### src/rtl/ssc_pkg.sv
package ssc_pkg;
  typedef enum logic {
    SWEEP_UP = 1'b0,
    SWEEP_DN = 1'b1
  } sweep_dir_t;
endpackage

### src/rtl/ssc_period_ctr.sv
module ssc_period_ctr #(
  parameter int LW = 8
) (
  input  logic          clk,
  input  logic          rst_n,
  input  logic          en,
  input  logic [LW-1:0] len,
  output logic          tick
);
  logic [LW-1:0] cnt;

  assign tick = en && (cnt == len - LW'(1));

  always_ff @(posedge clk) begin
    if (!rst_n || !en) cnt <= '0;
    else if (tick)     cnt <= '0;
    else               cnt <= cnt + LW'(1);
  end

  AST_CNT_BELOW_LEN: assert property (@(posedge clk) disable iff (!rst_n)
    cnt < len);

  AST_IDLE_CLEAR: assert property (@(posedge clk) disable iff (!rst_n)
    !en |=> cnt == '0);
endmodule

### src/rtl/ssc_tri_profile.sv
module ssc_tri_profile
  import ssc_pkg::*;
#(
  parameter int DEV  = 12,
  parameter int STEP = 2,
  parameter int LVW  = 5
) (
  input  logic           clk,
  input  logic           rst_n,
  input  logic           en,
  input  logic           tick,
  input  logic           ss_req,
  output logic [LVW-1:0] lvl,
  output logic           ss_act
);
  localparam logic [LVW-1:0] MID  = LVW'(DEV);
  localparam logic [LVW-1:0] TOP  = LVW'(2 * DEV);
  localparam logic [LVW-1:0] STP  = LVW'(STEP);

  sweep_dir_t dir;

  always_ff @(posedge clk) begin
    if (!rst_n) begin
      lvl    <= MID;
      dir    <= SWEEP_UP;
      ss_act <= 1'b0;
    end else if (!en) begin
      lvl    <= MID;
      dir    <= SWEEP_UP;
      ss_act <= ss_req;
    end else if (tick) begin
      ss_act <= ss_req;
      if (!ss_req || (ss_req != ss_act)) begin
        lvl <= MID;
        dir <= SWEEP_UP;
      end else if (dir == SWEEP_UP) begin
        lvl <= lvl + STP;
        if (lvl + STP == TOP) dir <= SWEEP_DN;
      end else begin
        lvl <= lvl - STP;
        if (lvl == STP) dir <= SWEEP_UP;
      end
    end
  end

  AST_LVL_RANGE: assert property (@(posedge clk) disable iff (!rst_n)
    lvl <= TOP);

  AST_LVL_HOLD: assert property (@(posedge clk) disable iff (!rst_n)
    (en && !tick) |=> $stable(lvl));

  AST_STEP_SIZE: assert property (@(posedge clk) disable iff (!rst_n)
    (en && tick && ss_act && ss_req) |=>
      ((lvl == $past(lvl) + STP) || (lvl == $past(lvl) - STP)));

  AST_FIXED_MID: assert property (@(posedge clk) disable iff (!rst_n)
    !ss_act |-> lvl == MID);
endmodule

### src/rtl/ssc_clkgen.sv
module ssc_clkgen #(
  parameter int REF_HZ     = 96_000_000,
  parameter int SW_HZ      = 600_000,
  parameter int MOD_HZ     = 25_000,
  parameter int SPREAD_PCT = 12,
  localparam int NOM       = REF_HZ / SW_HZ,
  localparam int SWEEP_N   = SW_HZ / MOD_HZ,
  localparam int QTR       = SWEEP_N / 4,
  localparam int DEV_MIN   = (NOM * SPREAD_PCT + 199) / 200,
  localparam int STEP      = (DEV_MIN + QTR - 1) / QTR,
  localparam int DEV       = STEP * QTR,
  localparam int LW        = $clog2(NOM + DEV + 1),
  localparam int LVW       = $clog2(2 * DEV + 1)
) (
  input  logic          clk,
  input  logic          rst_n,
  input  logic          en,
  input  logic          ss_en,
  output logic          period_tick,
  output logic [LW-1:0] period_len
);
  logic [LVW-1:0] lvl;
  logic           ss_act;

  assign period_len = LW'(NOM - DEV) + LW'(lvl);

  ssc_period_ctr #(.LW(LW)) u_ctr (
    .clk  (clk),
    .rst_n(rst_n),
    .en   (en),
    .len  (period_len),
    .tick (period_tick)
  );

  ssc_tri_profile #(.DEV(DEV), .STEP(STEP), .LVW(LVW)) u_prof (
    .clk   (clk),
    .rst_n (rst_n),
    .en    (en),
    .tick  (period_tick),
    .ss_req(ss_en),
    .lvl   (lvl),
    .ss_act(ss_act)
  );

  AST_TICK_SINGLE: assert property (@(posedge clk) disable iff (!rst_n)
    period_tick |=> !period_tick);

  AST_OFF_NOMINAL: assert property (@(posedge clk) disable iff (!rst_n)
    !en |=> period_len == LW'(NOM));

  AST_LEN_STABLE: assert property (@(posedge clk) disable iff (!rst_n)
    (en && !period_tick) |=> $stable(period_len));
endmodule

### config.mk
export PLATFORM = sky130hd
export DESIGN_NAME = ssc_clkgen
export DESIGN_NICKNAME = d
export VERILOG_FILES = /design/src/rtl/ssc_pkg.sv /design/src/rtl/ssc_period_ctr.sv /design/src/rtl/ssc_tri_profile.sv /design/src/rtl/ssc_clkgen.sv
export SDC_FILE = /design/constraint.sdc
export NUM_CORES = 1
export LEC_CHECK = 0
export BUFFER_PORTS_ARGS = -buffer_cell sky130_fd_sc_hd__clkbuf_2
export CELL_PAD_IN_SITES_DETAIL_PLACEMENT = 1
export CELL_PAD_IN_SITES_GLOBAL_PLACEMENT = 1
export CORE_AREA = 2 2 52 54
export DETAILED_ROUTE_END_ITERATION = 16
export DIE_AREA = 0 0 54 56
export PLACE_DENSITY = 0.77
export SLEW_MARGIN = 20
export SYNTH_ARGS = -nofsm -noshare
export SYNTH_HDL_FRONTEND = slang
export SYNTH_SLANG_ARGS = --single-unit
### constraint.sdc
create_clock -name clk -period 4.75 [get_ports clk]
set_input_delay 0.95 -clock clk [delete_from_list [all_inputs] [get_ports clk]]
set_output_delay 0.95 -clock clk [all_outputs]
set_load 0.01 [all_outputs]
==> flow_metrics.py <==
metrics = {
    "run_status": {
        "status": "finished clean",
    },
    "hold_path": {
        "min_path_type": "flip-flop to flip-flop",
        "hold_path_depth": 1,
    },
    "clock_tree": {
        "root_buffer": "clkbuf_4",
        "cts_tree": "built",
        "clock-sinks": 14,
        "h-tree-depth": 1,
        "cts_made_buffers": 3,
        "worstSkewPairLatency_ns": 0.28,
        "cts.clk_slew.worst_paths_ns": 0.08,
        "ctsHoldBuffers": 0,
        "postCtsResizedCells": 0,
        "cts_buffer_depth": 2,
        "post-cts-setup-buffers": 0,
    },
    "yosys": {
        "synth_compound_area_frac": 0.1292,
        "synth.top_cell.area_share": 0.2983,
        "yosys.area.top_type": "dfxtp_1",
        "syn_inst": 108,
        "synth_xor_area_frac": 0.1585,
        "yosys.area_share.simple": 0.2130,
        "syn_area_um2": 939.7,
        "ys_top_cells_by_area": "dfxtp_1, ha_1, xnor2_1",
        "synth_cell_type_count": 38,
        "yosys_warnings": 0,
        "synth-seq-cells": 14,
        "postSynthAreaPerCell_um2": 8.700,
        "synthMuxAreaShare": 0.01065,
        "ys_seq_area_frac": 0.2983,
        "synthAdderAreaFrac": 0.1065,
        "synth_top_family_by_area": "simple AND/OR/NAND/NOR gates",
        "synthFlopType": "dfxtp_1",
        "async_flop_share": 0,
        "synth_enable_flop_cells": 0,
    },
    "floorplanning": {
        "die_y_um": 56,
        "die_area_mm2": 0.003024,
        "pin_count": 13,
        "rows": 18,
        "start_util": 0.3863,
        "coreArea_mm2": 0.002432,
        "die_w_um": 54,
    },
    "sta": {
        "hold_viol_final": 0,
        "max_freq_ghz": 0.2894,
        "post-route-period-util": 0.7275,
        "finClkSkew_ns": 0.004024,
        "layout_min_cycle_time_ns": 3.456,
        "finalSetupViolations": 0,
        "grt_setup_unrepaired": "no",
        "finalSetupTns_ns": 0,
        "drv_slew": 0,
    },
    "detailed_routing": {
        "first_pass_iters": 4,
        "ant_nets": 0,
        "drc": 0,
        "first_iter_violations": 8,
        "vias_per_cell": 5.069,
        "wire_per_inst_um": 14.15,
        "vias": 730,
        "wl_um": 2037,
    },
    "finish": {
        "fin_area_um2": 999.7,
        "fin_util": 0.4110,
        "antenna_cells": 0,
        "nets": 128,
        "layout_commonest_cell": "dfxtp_1",
        "final_cells": 144,
        "drive_gt1_frac": 0.1930,
        "final_cell_mix": "dfxtp_1, xnor2_1, nor2_1, clkbuf_2",
        "area.growth.synth_to_final_pct": 6.392,
    },
    "setup_path": {
        "worst-path-stages": 8,
        "critical_path.max_stage_delay_ns": 0.48,
        "slowest_stage": "dfxtp_1",
        "reg2reg_from": "u_prof.lvl[2]",
        "crit_required_ns": 3.80,
        "crit_type": "flip-flop to primary output",
        "r2r-end": "u_prof.ss_act",
        "setup.worst_path.end": "period_tick",
        "crit_start": "u_prof.lvl[2]",
        "end_kind": "primary output",
        "crit_chain": "inv_1 -> ha_1 -> xor2_1 -> xnor2_1 -> and4_1 -> nand4_2 -> nor2_1 -> clkbuf_2",
        "ff2ff_setup_slack_ns": 2.25,
        "cp_max_fo": 13,
        "cpLargestDelayFamily": "simple AND/OR/NAND/NOR gates",
        "path_buf_inv": 2,
        "r2r_cells": 8,
        "crit_path_start_kind": "flip-flop",
        "worst_ep_arrival_time_ns": 2.51,
    },
    "place": {
        "placed_area_um2": 977.2,
        "port-buffer-count": 9,
        "place_congestion": 0.7834,
        "dp_hpwl_um": 1559,
        "dp.cells": 141,
    },
    "power_and_ir_drop": {
        "p_leak_nw": 0.4317,
        "power.density_mw_per_mm2": 195.1,
        "vdd_drop_max_v": 0.0001256,
    },
    "job": {
        "drv_cap": 0,
    },
    "grt": {
        "overflow": 0,
        "grt_pass1_wl_um": 3436,
        "antenna_found_initial": 0,
        "grt_max_degree": 14,
        "grt_usage": 0.1581,
        "grt_pass1_vias": 715,
    },
}
[cell families (layout without fill, tap and decap cells)]
kind of cell,Yosys count,after routing
XOR/XNOR,17,17
AO/OA/AOI/OAI,16,16
other,2,3
multiplexers,1,1
AND/OR/NAND/NOR,37,37
adder cells (fa/ha/maj),8,8
flip-flops,14,14
buffers and inverters,13,18
[cell type report]
cell class              count  area, µm²
repair buffers              9      45.04
flip-flops and latches     14      280.3
multi-input cells          82      591.8
fillers                   303       1433
well taps                  30      37.54
clock buffers               3      22.52
inverters                   6      22.52
[synth_stat cells (2+ instances only)]
library cell,instances
xnor2_1,9
a211oi_1,2
inv_1,6
and3_1,2
clkbuf_1,2
nand3_1,4
dfxtp_1,14
conb_1,2
buf_4,4
xor2_1,8
nor2_1,9
nand2_1,5
nor3_1,3
or2_2,3
ha_1,8
nand2b_1,2
a31oi_1,3
and3_2,2
[registers in the layout, indices dropped and copies added (netlist names)]
| register | count |
|---|---|
| u_ctr.cnt | 8 |
| u_prof.lvl | 4 |
| u_prof.ss_act | 1 |
| u_prof.dir | 1 |
[power breakdown]
part	internal (mW)	total, mW	switching (mW)
Clock	0.0294	0.0674	0.0380
Sequential	0.119	0.120	0.00128
Combinational	0.00282	0.00780	0.00498
[through the flow]
| step | setup WS, ns | power, mW | hold WS [ns] |
|---|---|---|---|
| 2_1_floorplan | 1.905 | 0.1293 | 0.4340 |
| 3_3_place_gp | 1.696 | 0.1302 | 0.4651 |
| 3_5_place_dp | 1.639 | 0.1305 | 0.4871 |
| 4_1_cts | 1.308 | 0.2017 | 0.5090 |
| 5_1_grt | 1.059 | 0.2082 | 0.5412 |
| 6_report | 1.294 | 0.1950 | 0.4971 |
[routing by layer]
metal  vias to the layer above  part of all wire  GRT usage
li1                        375                 -          -
met1                       336              0.51     0.2144
met2                        15              0.44     0.2230
met3                         4             0.034    0.04032
met4                         0             0.022    0.08571
met5                         -                 0          0
[worst min path at each step]
stage / start / end
finish: u_ctr.cnt[0] / u_ctr.cnt[0]
global route: u_ctr.cnt[0] / u_ctr.cnt[0]
floorplan: u_ctr.cnt[0] / u_ctr.cnt[0]
detailed placement: u_ctr.cnt[0] / u_ctr.cnt[0]
global placement: u_ctr.cnt[0] / u_ctr.cnt[0]
CTS: u_ctr.cnt[0] / u_ctr.cnt[0]
Power figures use the tool's default switching activity.
